===== src/rtl/ide_tcfg_pkg.sv =====
package ide_tcfg_pkg;

  // Access size codes on the configuration port
  typedef enum logic [1:0] {
    SZ_BYTE = 2'd0,
    SZ_HALF = 2'd1,
    SZ_WORD = 2'd2,
    SZ_RSVD = 2'd3
  } accSize_e;

  // Register offsets; neighbouring software decodes these
  localparam logic [7:0] OFF_PRI_TIM  = 8'h40;
  localparam logic [7:0] OFF_SEC_TIM  = 8'h42;
  localparam logic [7:0] OFF_DEV_TIM  = 8'h44;
  localparam logic [7:0] OFF_FDMA_CTL = 8'h48;
  localparam logic [7:0] OFF_FDMA_TIM = 8'h4A;
  localparam logic [7:0] OFF_CTL_CFG  = 8'h54;

  // Timing words come up with decode enabled
  localparam logic [15:0] TIM_RESET = 16'h8000;

  typedef enum logic [3:0] {
    SEL_NONE,
    SEL_PRI,
    SEL_PRI_HI,
    SEL_SEC,
    SEL_SEC_HI,
    SEL_DEV,
    SEL_FCTL,
    SEL_FTIM,
    SEL_CFG,
    SEL_CFG_LO,
    SEL_CFG_HI
  } rdSel_e;

  typedef struct packed {
    logic   wrPri;
    logic   wrSec;
    logic   wrDev;
    logic   wrFctl;
    logic   wrFtim;
    logic   wrCfgLo;
    logic   wrCfgHi;
    logic   rdEn;
    rdSel_e rdSel;
    logic   accErr;
  } strobe_t;

endpackage


===== src/rtl/ide_tcfg_ctrl.sv =====
module ide_tcfg_ctrl
  import ide_tcfg_pkg::*;
#(
  parameter int OFF_W = 8,
  parameter logic [OFF_W-1:0] REGION_BASE = 'h40
) (
  input  logic             clk,
  input  logic             rst_n,
  input  logic             accValid,
  input  logic             accWrite,
  input  logic [OFF_W-1:0] accOffset,
  input  logic [1:0]       accSize,
  input  logic             errAck,
  output strobe_t          strobes,
  output logic             errFlag
);

  localparam logic [OFF_W-1:0] L_PRI    = OFF_W'(OFF_PRI_TIM);
  localparam logic [OFF_W-1:0] L_PRI_HI = OFF_W'(OFF_PRI_TIM + 8'd1);
  localparam logic [OFF_W-1:0] L_SEC    = OFF_W'(OFF_SEC_TIM);
  localparam logic [OFF_W-1:0] L_SEC_HI = OFF_W'(OFF_SEC_TIM + 8'd1);
  localparam logic [OFF_W-1:0] L_DEV    = OFF_W'(OFF_DEV_TIM);
  localparam logic [OFF_W-1:0] L_FCTL   = OFF_W'(OFF_FDMA_CTL);
  localparam logic [OFF_W-1:0] L_FTIM   = OFF_W'(OFF_FDMA_TIM);
  localparam logic [OFF_W-1:0] L_CFG    = OFF_W'(OFF_CTL_CFG);
  localparam logic [OFF_W-1:0] L_CFG_HI = OFF_W'(OFF_CTL_CFG + 8'd1);

  logic   inRegion;
  logic   hit;
  logic   legal;
  rdSel_e selDec;
  logic [6:0] wrDec;  // pri, sec, dev, fctl, ftim, cfgLo, cfgHi

  assign inRegion = (accOffset >= REGION_BASE);
  assign hit      = accValid && inRegion;

  // Lane decode: which size/offset pairs are accepted and what they touch
  always_comb begin
    legal  = 1'b0;
    selDec = SEL_NONE;
    wrDec  = '0;
    case (accSize)
      SZ_HALF: begin
        case (accOffset)
          L_PRI:   begin legal = 1'b1; selDec = SEL_PRI;  wrDec[6] = 1'b1; end
          L_SEC:   begin legal = 1'b1; selDec = SEL_SEC;  wrDec[5] = 1'b1; end
          L_FTIM:  begin legal = 1'b1; selDec = SEL_FTIM; wrDec[2] = 1'b1; end
          L_CFG:   begin legal = 1'b1; selDec = SEL_CFG;  wrDec[1:0] = 2'b11; end
          default: legal = 1'b0;
        endcase
      end
      SZ_BYTE: begin
        case (accOffset)
          L_DEV:    begin legal = 1'b1; selDec = SEL_DEV;    wrDec[4] = 1'b1; end
          L_FCTL:   begin legal = 1'b1; selDec = SEL_FCTL;   wrDec[3] = 1'b1; end
          L_CFG:    begin legal = 1'b1; selDec = SEL_CFG_LO; wrDec[1] = 1'b1; end
          L_CFG_HI: begin legal = 1'b1; selDec = SEL_CFG_HI; wrDec[0] = 1'b1; end
          L_PRI_HI: begin legal = !accWrite; selDec = SEL_PRI_HI; end
          L_SEC_HI: begin legal = !accWrite; selDec = SEL_SEC_HI; end
          default:  legal = 1'b0;
        endcase
      end
      default: legal = 1'b0;
    endcase
  end

  logic doWrite;
  assign doWrite = hit && accWrite && legal;

  always_comb begin
    strobes.wrPri   = doWrite && wrDec[6];
    strobes.wrSec   = doWrite && wrDec[5];
    strobes.wrDev   = doWrite && wrDec[4];
    strobes.wrFctl  = doWrite && wrDec[3];
    strobes.wrFtim  = doWrite && wrDec[2];
    strobes.wrCfgLo = doWrite && wrDec[1];
    strobes.wrCfgHi = doWrite && wrDec[0];
    strobes.rdEn    = hit && !accWrite;
    strobes.rdSel   = (hit && !accWrite && legal) ? selDec : SEL_NONE;
    strobes.accErr  = hit && !legal;
  end

  // Sticky error: a new refusal outranks the acknowledge
  always_ff @(posedge clk or negedge rst_n) begin
    if (!rst_n)              errFlag <= 1'b0;
    else if (strobes.accErr) errFlag <= 1'b1;
    else if (errAck)         errFlag <= 1'b0;
  end

endmodule


===== src/rtl/ide_tcfg_dp.sv =====
module ide_tcfg_dp
  import ide_tcfg_pkg::*;
#(
  parameter int REG_W  = 16,
  parameter int DATA_W = 32
) (
  input  logic              clk,
  input  logic              rst_n,
  input  strobe_t           strobes,
  input  logic [REG_W-1:0]  wrData,
  output logic [DATA_W-1:0] rdData,
  output logic              rdValid
);

  localparam int BYTE_W = REG_W / 2;

  logic [REG_W-1:0]  priTim, secTim, fdmaTim, ctlCfg;
  logic [BYTE_W-1:0] devTim, fdmaCtl;

  always_ff @(posedge clk or negedge rst_n) begin
    if (!rst_n) begin
      priTim  <= REG_W'(TIM_RESET);
      secTim  <= REG_W'(TIM_RESET);
      fdmaTim <= '0;
      ctlCfg  <= '0;
      devTim  <= '0;
      fdmaCtl <= '0;
    end else begin
      if (strobes.wrPri)   priTim  <= wrData;
      if (strobes.wrSec)   secTim  <= wrData;
      if (strobes.wrFtim)  fdmaTim <= wrData;
      if (strobes.wrDev)   devTim  <= wrData[BYTE_W-1:0];
      if (strobes.wrFctl)  fdmaCtl <= wrData[BYTE_W-1:0];
      // A halfword write raises both strobes; a byte write to the upper lane
      // carries its data in the low byte of the bus.
      if (strobes.wrCfgLo) ctlCfg[BYTE_W-1:0] <= wrData[BYTE_W-1:0];
      if (strobes.wrCfgHi) ctlCfg[REG_W-1:BYTE_W] <=
          (strobes.wrCfgLo ? wrData[REG_W-1:BYTE_W] : wrData[BYTE_W-1:0]);
    end
  end

  logic [REG_W-1:0] muxOut;

  always_comb begin
    case (strobes.rdSel)
      SEL_PRI:    muxOut = priTim;
      SEL_PRI_HI: muxOut = REG_W'(priTim[REG_W-1:BYTE_W]);
      SEL_SEC:    muxOut = secTim;
      SEL_SEC_HI: muxOut = REG_W'(secTim[REG_W-1:BYTE_W]);
      SEL_DEV:    muxOut = REG_W'(devTim);
      SEL_FCTL:   muxOut = REG_W'(fdmaCtl);
      SEL_FTIM:   muxOut = fdmaTim;
      SEL_CFG:    muxOut = ctlCfg;
      SEL_CFG_LO: muxOut = REG_W'(ctlCfg[BYTE_W-1:0]);
      SEL_CFG_HI: muxOut = REG_W'(ctlCfg[REG_W-1:BYTE_W]);
      default:    muxOut = '0;
    endcase
  end

  always_ff @(posedge clk or negedge rst_n) begin
    if (!rst_n) begin
      rdData  <= '0;
      rdValid <= 1'b0;
    end else begin
      rdValid <= strobes.rdEn;
      rdData  <= strobes.rdEn ? DATA_W'(muxOut) : '0;
    end
  end

endmodule


===== src/rtl/ide_timing_cfg.sv =====
module ide_timing_cfg
  import ide_tcfg_pkg::*;
#(
  parameter int OFF_W  = 8,
  parameter int REG_W  = 16,
  parameter int DATA_W = 32,
  parameter logic [OFF_W-1:0] REGION_BASE = 'h40
) (
  input  logic              clk,
  input  logic              rst_n,
  input  logic              cfgValid,
  input  logic              cfgWrite,
  input  logic [OFF_W-1:0]  cfgOffset,
  input  logic [1:0]        cfgSize,
  input  logic [REG_W-1:0]  cfgWrData,
  input  logic              errAck,
  output logic [DATA_W-1:0] cfgRdData,
  output logic              cfgRdValid,
  output logic              errFlag
);

  strobe_t strobes;

  ide_tcfg_ctrl #(
    .OFF_W      (OFF_W),
    .REGION_BASE(REGION_BASE)
  ) ctrl_i (
    .clk      (clk),
    .rst_n    (rst_n),
    .accValid (cfgValid),
    .accWrite (cfgWrite),
    .accOffset(cfgOffset),
    .accSize  (cfgSize),
    .errAck   (errAck),
    .strobes  (strobes),
    .errFlag  (errFlag)
  );

  ide_tcfg_dp #(
    .REG_W (REG_W),
    .DATA_W(DATA_W)
  ) dp_i (
    .clk    (clk),
    .rst_n  (rst_n),
    .strobes(strobes),
    .wrData (cfgWrData),
    .rdData (cfgRdData),
    .rdValid(cfgRdValid)
  );

endmodule


===== config.mk =====
export PLATFORM = sky130hd
export DESIGN_NAME = ide_timing_cfg
export DESIGN_NICKNAME = d
export VERILOG_FILES = /design/src/rtl/ide_tcfg_pkg.sv /design/src/rtl/ide_tcfg_ctrl.sv /design/src/rtl/ide_tcfg_dp.sv /design/src/rtl/ide_timing_cfg.sv
export SDC_FILE = /design/constraint.sdc
export NUM_CORES = 1
export LEC_CHECK = 0
export ABC_AREA = 1
export BUFFER_PORTS_ARGS = -buffer_cell sky130_fd_sc_hd__buf_4
export CAP_MARGIN = 20
export CORE_MARGIN = 4
export CORE_UTILIZATION = 45
export DETAILED_ROUTE_END_ITERATION = 10
export PLACE_DENSITY = 0.7
export SLEW_MARGIN = 10
export SYNTH_ARGS = -nofsm -noshare
export SYNTH_HDL_FRONTEND = slang
export SYNTH_SLANG_ARGS = --single-unit

===== constraint.sdc =====
create_clock -name clk -period 1.2 [get_ports clk]
set_input_delay 0.18 -clock clk [delete_from_list [all_inputs] [get_ports clk]]
set_output_delay 0.18 -clock clk [all_outputs]
set_load 0.02 [all_outputs]

# After elaboration in Yosys (flattened, before gate mapping)
# Cells that the tools add are included.
# word_totals
register_bits	114
input_bits	31
out_inout_bits	34
wordCells	75
# op_classes
magnitude_cmp	1
eq_ne	20
muxes	24
n_reduce_logical	20
# op_table
operator	count
16-bit one-hot mux with 10 select lines	1
8-bit by 7-bit equality test with 1-bit output, second input constant	9
4-bit one-hot mux with 6 select lines	1
4-bit by 3-bit equality test with 1-bit output, second input constant	4
16-bit two-way mux	1
4-bit one-hot mux with 4 select lines	1
1-bit logical AND	13
4-bit equality test, second input constant	3
1-bit two-way mux	11
4-bit by 2-bit equality test with 1-bit output, second input constant	2
8-bit by 7-bit >= comparator with 1-bit output, second input constant	1
8-bit two-way mux	1
4-bit one-hot mux with 2 select lines	1
4-bit OR reduction	2
2-bit two-way mux	3
4-bit by 1-bit equality test with 1-bit output, second input constant	1
4-bit two-way mux	1
1-bit one-hot mux with 2 select lines	2
2-bit one-hot mux with 2 select lines	1
2-bit by 1-bit equality test with 1-bit output, second input constant	1
1-bit zero test	2
2-bit zero test	1
2-bit nonzero test	1
2-bit OR reduction	1

# Depth between registers and ports, before layout
# depth
ltp_word	9
mapped_depth	17
depth_no_buf	15

# By module
# From an unflattened synthesis, not the netlist that was laid out.
# unflattened
cells_unflattened	634
area_unflattened_um2	4918.5
# by_module_without_submodules
mod	instances	cells_each	area_per_inst_um2	seq_area_each_um2
ide_tcfg_dp	1	543	4473.0	2429.8
ide_tcfg_ctrl	1	91	445.4	25.0

# Worst setup path after synthesis
# OpenSTA, ideal clock, no wires.
# synth_timing
path_type	input port to flip-flop
startpoint	in cfgOffset[5]
endpoint	reg dp_i.priTim[14]
setup_ns	0.119
arrival_ns	1.642
t_required_ns	1.081
path_slack_ns	-0.561
cell_stages	16
n_path_buf	3
path_cell_list	inv_1 -> nand2_1 -> nor2_4 -> buf_6 -> nand2_1 -> nand2_1 -> nand2_1 -> nand2_1 -> nand2_2 -> nand2_4 -> nand2_4 -> or2_1 -> buf_6 -> buf_6 -> nand2_1 -> o21ai_2
# synth_between
elab_chain_cells	6
word_cells_on_any_way	22
cone_classes	order compare: 1; eq/ne: 9; mux: 5; reduce/logical: 7
# synth_lines
element	line_no	rtl
from (decl)	ide_timing_cfg.sv:13	input logic [OFF_W-1:0] cfgOffset,
8-bit by 7-bit equality test with 1-bit output (on tied branches)	ide_tcfg_ctrl.sv:53, ide_tcfg_ctrl.sv:44	
4-bit OR reduction (no line) / 2-bit OR reduction (equally long branches)	--	
1-bit one-hot mux with 2 select lines / 1-bit two-way mux (equally long branches)	ide_tcfg_ctrl.sv:53, ide_tcfg_ctrl.sv:44	
1-bit one-hot mux with 2 select lines	ide_tcfg_ctrl.sv:42	case (accSize)
1-bit logical AND	ide_tcfg_ctrl.sv:68	assign doWrite = hit && accWrite && legal;
1-bit logical AND (*)	ide_tcfg_ctrl.sv:71	strobes.wrPri = doWrite && wrDec[6];
to (signal assigned)	ide_tcfg_dp.sv:22	priTim <= REG_W'(TIM_RESET);
to (signal assigned)	ide_tcfg_dp.sv:29	if (strobes.wrPri) priTim <= wrData;
to (decl)	ide_tcfg_dp.sv:17	logic [REG_W-1:0] priTim, secTim, fdmaTim, ctlCfg;
# Mark *: on every way between the ends. The rest lies on a longest branch, timed or not.
# A chain may end at the register's enable or synchronous reset.

# Worst setup path in the final report
# layout_timing
startpoint	in cfgOffset[4]
endpoint	reg dp_i.rdData[3]
# layout_between
elab_chain_cells	9
word_cells_on_any_way	35
cone_classes	order compare: 1; eq/ne: 19; mux: 9; reduce/logical: 6
# layout_lines
element	line_no	rtl
8-bit by 7-bit equality test with 1-bit output (on tied branches)	ide_tcfg_ctrl.sv:53, ide_tcfg_ctrl.sv:44	
4-bit OR reduction (no line) / 2-bit OR reduction (equally long branches)	--	
1-bit one-hot mux with 2 select lines / 1-bit two-way mux (equally long branches)	ide_tcfg_ctrl.sv:53, ide_tcfg_ctrl.sv:44	
1-bit one-hot mux with 2 select lines	ide_tcfg_ctrl.sv:42	
1-bit logical AND	ide_tcfg_ctrl.sv:79	strobes.rdSel = (hit && !accWrite && legal) ? selDec : SEL_NONE;
4-bit two-way mux	ide_tcfg_ctrl.sv:79	
4-bit equality test (tied with other cells)	ide_tcfg_dp.sv:45	case (strobes.rdSel)
16-bit one-hot mux with 10 select lines	ide_tcfg_dp.sv:45	
16-bit two-way mux (*)	ide_tcfg_dp.sv:66	rdData <= strobes.rdEn ? DATA_W'(muxOut) : '0;
to (signal assigned)	ide_tcfg_dp.sv:66	
to (decl)	ide_tcfg_dp.sv:11	output logic [DATA_W-1:0] rdData,
# Marks and branches as above.

==> reports/summary.log <==
[setup_path] Req. time, crit path 1.49 ns
[floorplan] Vert. Die Dim 115 um
[min_path] hold path depth 2
[pwr] P per Cell Area 945 nW/um^2
[yosys] share of the synthesized area in the top cell type 0.469
[timing] maximum clock frequency 0.568 GHz
[setup_path] biggest fanout along the worst timing path 8
[routing] drt total wl 16,700 um
[yosys] fraction of the yosys area taken by sequential cells 0.479
[cts] CTS tree yes
[yosys] count of cell types in the netlist 32
[yosys] Synth Flop Type sky130_fd_sc_hd__dfrtp_1
[routing] remaining routing DRC violations 0
[timing] final setup skew 0.00973 ns
[floorplan] die footprint 13,200 um^2
[setup_path] endpoint of the most critical register-to-register path dp_i.rdData[3]
[cts] Clock Root Buffer sky130_fd_sc_hd__clkbuf_16
[routing] vias per cell 5.51
[yosys] top cell types by occurrence after synthesis sky130_fd_sc_hd__nand2_1 (161), sky130_fd_sc_hd__dfrtp_1 (96), sky130_fd_sc_hd__nand3_1 (77), sky130_fd_sc_hd__nor2_1 (62), sky130_fd_sc_hd__inv_1 (58)
[timing] setup repair after global routing missed its margin yes
[pwr] Int Power 5.37 mW
[min_path] Hold Crit Class input port to flip-flop
[placed_design] port bufs 48
[routing] WL/cell 18.7 um
[pwr] worst vdd ir 1460 uV
[global_route] number of global-route vias before repair 5,074
[min_path] startpoint of the most critical hold path errAck
[floorplan] area inside the core boundary 11,000 um^2
[timing] setup-violating endpoint count in the final report 96
[min_path] Hold Path Sink ctrl_i.errFlag
[floorplan] effective utilization at floorplan 0.466
[setup_path] element type at the critical path start input port
[floorplan] horizontal extent of the die 115 um
[floorplan] number of placement rows 38
[layout] final standard cell area without fillers 7390 um^2
[timing] number of failing hold endpoints at the final stage 0
[cts] clock insertion delay at the later pin of the skew report 0.35 ns
[global_route] first-pass GRT wire length 26,300 um
[yosys] fraction of registers with async set or reset after synthesis 1.00
[routing] number of search-and-repair iterations in the first detailed-routing pass 6
[yosys] cell with the most instances after synthesis sky130_fd_sc_hd__nand2_1
[setup_path] depth of the worst register-to-register path 4
[setup_path] R2R Setup Slk 0.19 ns
[floorplan] number of primary I/O pins 65
[pwr] net switching share of the total power 0.231
[placed_design] half-perimeter wire length of the detailed placement result 9950 um
[yosys] Yosys reg bits 98
[layout] FF/Latch Area 2450 um^2
[setup_path] startpoint of the most critical register-to-register path dp_i.secTim[11]
[routing] Detailed Route Iter0 Violations 423
[yosys] largest cells by area after synthesis sky130_fd_sc_hd__dfrtp_1 (47%), sky130_fd_sc_hd__nand2_1 (12%), sky130_fd_sc_hd__nand3_1 (7.5%)
[yosys] largest area contributor in the synthesized netlist sky130_fd_sc_hd__dfrtp_1
[global_route] total overflow reported by the global router 0
[cts] Sinks on Clock Net 98
[cts] H-tree levels 3
[timing] final period utilization 1.47
[layout] share of the core filled with cells 0.673
[setup_path] endpoint class of the critical path flip-flop
[setup_path] path type of the worst setup path input port to flip-flop
[routing] number of nets with antenna violations after routing 0
[yosys] YS warnings 0
[pwr] power share of the clock group 0.460
[yosys] syn avg cell area 8.15 um^2
[layout] P&R area growth vs syn 44.3%
[global_route] Total Routing Usage GR 0.259
[setup_path] Worst setup startpoint cfgOffset[4]
[pwr] leakage power of the design 3.58 nW
[layout] proportion of layout cells with a drive suffix above 1 0.446
[pwr] switching pwr 1.61 mW
[layout] area used by multi-input combinational logic 2780 um^2
[global_route] initial antenna violation count 0
[flow_run] number of max-cap violations 0
[layout] nets 777
[timing] final critical path time including I/O delays and setup 1.76 ns
[layout] count of fill cells added during filler insertion 816
[cts] number of buffers inserted during clock tree synthesis 9
[cts] clock-pin slew of the registers on the worst-case setup and hold paths 0.07 ns
[status] run status finished with violations
[placed_design] final weighted congestion in routability-driven placement 0.886
[setup_path] arrival time at the worst endpoint 2.05 ns
[placed_design] placed cell areas 6100 um^2
[cts] largest buffer count on any clock path 2
[yosys] Syn Std Cell Area 5120 um^2
[layout] number of antenna cells inserted 0
[yosys] cell count after synthesis 628
[yosys] number of enable-type register cells in the synthesized netlist 0
[global_route] largest net degree at the start of global routing 37
[timing] fin. max-slew vios 0
[pwr] sequential fraction of design power 0.474
[timing] min setup slack post-route -0.560 ns
[status] violated checks setup timing
[pwr] Comb power frac 0.066
[routing] Via Count 4,906
==> per-stage QoR <==
stage                     setup slack, ns  setup TNS (ns)  hold WS, ns  power (mW)  instances
after global routing               -0.663          -48.78       0.0170        7.17        891
after CTS                          -0.440          -31.87      0.00881        6.99        888
after detailed placement           -0.891          -71.80        0.103        3.79        851
final                              -0.560          -40.12       0.0188        6.98        891
after floorplan                    -0.522          -43.04       -0.116        3.57        643
after global placement             -0.824          -66.80       0.0985        3.78        851
==> routing by layer <==
metal  track usage  share of wire  up-vias
met5             0              0        -
met4         0.110          0.041        0
met3        0.0550          0.073       53
met2         0.430           0.49      245
met1         0.327           0.39     2363
li1              -              -     2245
==> layout by cell type (no fill, tap or decap), types with 2 or more instances in the layout <==
cell / instances
sky130_fd_sc_hd__o221ai_2: 2
sky130_fd_sc_hd__inv_4: 2
sky130_fd_sc_hd__or2_4: 2
sky130_fd_sc_hd__inv_8: 4
sky130_fd_sc_hd__nand3_2: 12
sky130_fd_sc_hd__nand4_4: 5
sky130_fd_sc_hd__nand2_2: 57
sky130_fd_sc_hd__nand2_1: 89
sky130_fd_sc_hd__nand3_1: 66
sky130_fd_sc_hd__nor2_1: 41
sky130_fd_sc_hd__o21ai_2: 44
sky130_fd_sc_hd__conb_1: 16
sky130_fd_sc_hd__dfrtp_1: 96
sky130_fd_sc_hd__inv_6: 2
sky130_fd_sc_hd__bufinv_16: 2
sky130_fd_sc_hd__o21ai_1: 41
sky130_fd_sc_hd__nand2_8: 3
sky130_fd_sc_hd__buf_16: 6
sky130_fd_sc_hd__inv_2: 4
sky130_fd_sc_hd__nor2_4: 9
sky130_fd_sc_hd__nand2_4: 20
sky130_fd_sc_hd__dfstp_2: 2
sky130_fd_sc_hd__buf_6: 13
sky130_fd_sc_hd__inv_1: 53
sky130_fd_sc_hd__buf_12: 17
sky130_fd_sc_hd__buf_4: 91
sky130_fd_sc_hd__nand4_1: 9
sky130_fd_sc_hd__nor2_2: 18
sky130_fd_sc_hd__clkbuf_16: 9
==> flip-flops by register name (all words and copies together) (netlist names) <==
| register | flops |
|---|---|
| dp_i.secTim | 16 |
| dp_i.fdmaCtl | 8 |
| dp_i.fdmaTim | 16 |
| dp_i.rdData | 16 |
| dp_i.rdValid | 1 |
| dp_i.priTim | 16 |
| ctrl_i.errFlag | 1 |
| dp_i.devTim | 8 |
| dp_i.ctlCfg | 16 |
==> repair_timing <==
action / 4_1_cts / 5_1_grt
buffers inserted: 11 / 3
hold endpoints to repair: 18 / 0
setup endpoints to repair: 96 / 97
pin swaps: 45 / 28
cloned: 9 / 0
gates resized for setup: 176 / 44
hold buffers: 1 / 0
==> power groups by stage <==
stage	clock, mW	combinational (mW)	sequential (mW)
5_1_grt	3.36	0.504	3.31
6_report	3.21	0.462	3.31
2_1_floorplan	0	0.192	3.38
3_5_place_dp	0	0.415	3.37
4_1_cts	3.23	0.446	3.31
3_3_place_gp	0	0.408	3.37
==> worst max-delay path by stage <==
| stage | to | depth (start not counted) |
|---|---|---|
| after floorplan | dp_i.priTim[3] | 16 |
| after global placement | dp_i.rdData[6] | 17 |
| after detailed placement | dp_i.rdData[1] | 16 |
| after CTS | dp_i.rdData[3] | 18 |
| after global routing | dp_i.rdData[3] | 18 |
| final | dp_i.rdData[3] | 18 |
==> final cells by class <==
cell class                 instances  share of cell area
clock buffer                      11              0.0329
multi-input combinational        443               0.376
inverter                          65              0.0398
timing repair buffer             129               0.184
tap                              140              0.0237
sequential                        98               0.332
clock inverter                     5              0.0115
==> cells by family after synthesis <==
logic type / count (synthesis) / share of synthesized area
AOI/OAI and AO/OA: 93 / 0.113
other: 1 / 0.000732
buffers and inverters: 105 / 0.109
and+or+nand+nor: 331 / 0.298
DFF: 98 / 0.479
==> critical path, cell delays in order <==
cell and delay (ns):
sky130_fd_sc_hd__buf_12 0.11, sky130_fd_sc_hd__inv_12 0.04, sky130_fd_sc_hd__nand2_4 0.04, sky130_fd_sc_hd__nor2_4 0.24, sky130_fd_sc_hd__nand2_2 0.13, sky130_fd_sc_hd__nand2_2 0.10
sky130_fd_sc_hd__nor2_2 0.04, sky130_fd_sc_hd__nand2_1 0.07, sky130_fd_sc_hd__nand2_2 0.06, sky130_fd_sc_hd__nand2_4 0.13, sky130_fd_sc_hd__buf_12 0.12, sky130_fd_sc_hd__nand3_4 0.10
sky130_fd_sc_hd__nor2_8 0.24, sky130_fd_sc_hd__buf_6 0.17, sky130_fd_sc_hd__nand3_2 0.07, sky130_fd_sc_hd__nand2_2 0.10, sky130_fd_sc_hd__nor2_4 0.04, sky130_fd_sc_hd__nand3_2 0.07
Note: power is estimated with default switching activity, not from simulation.
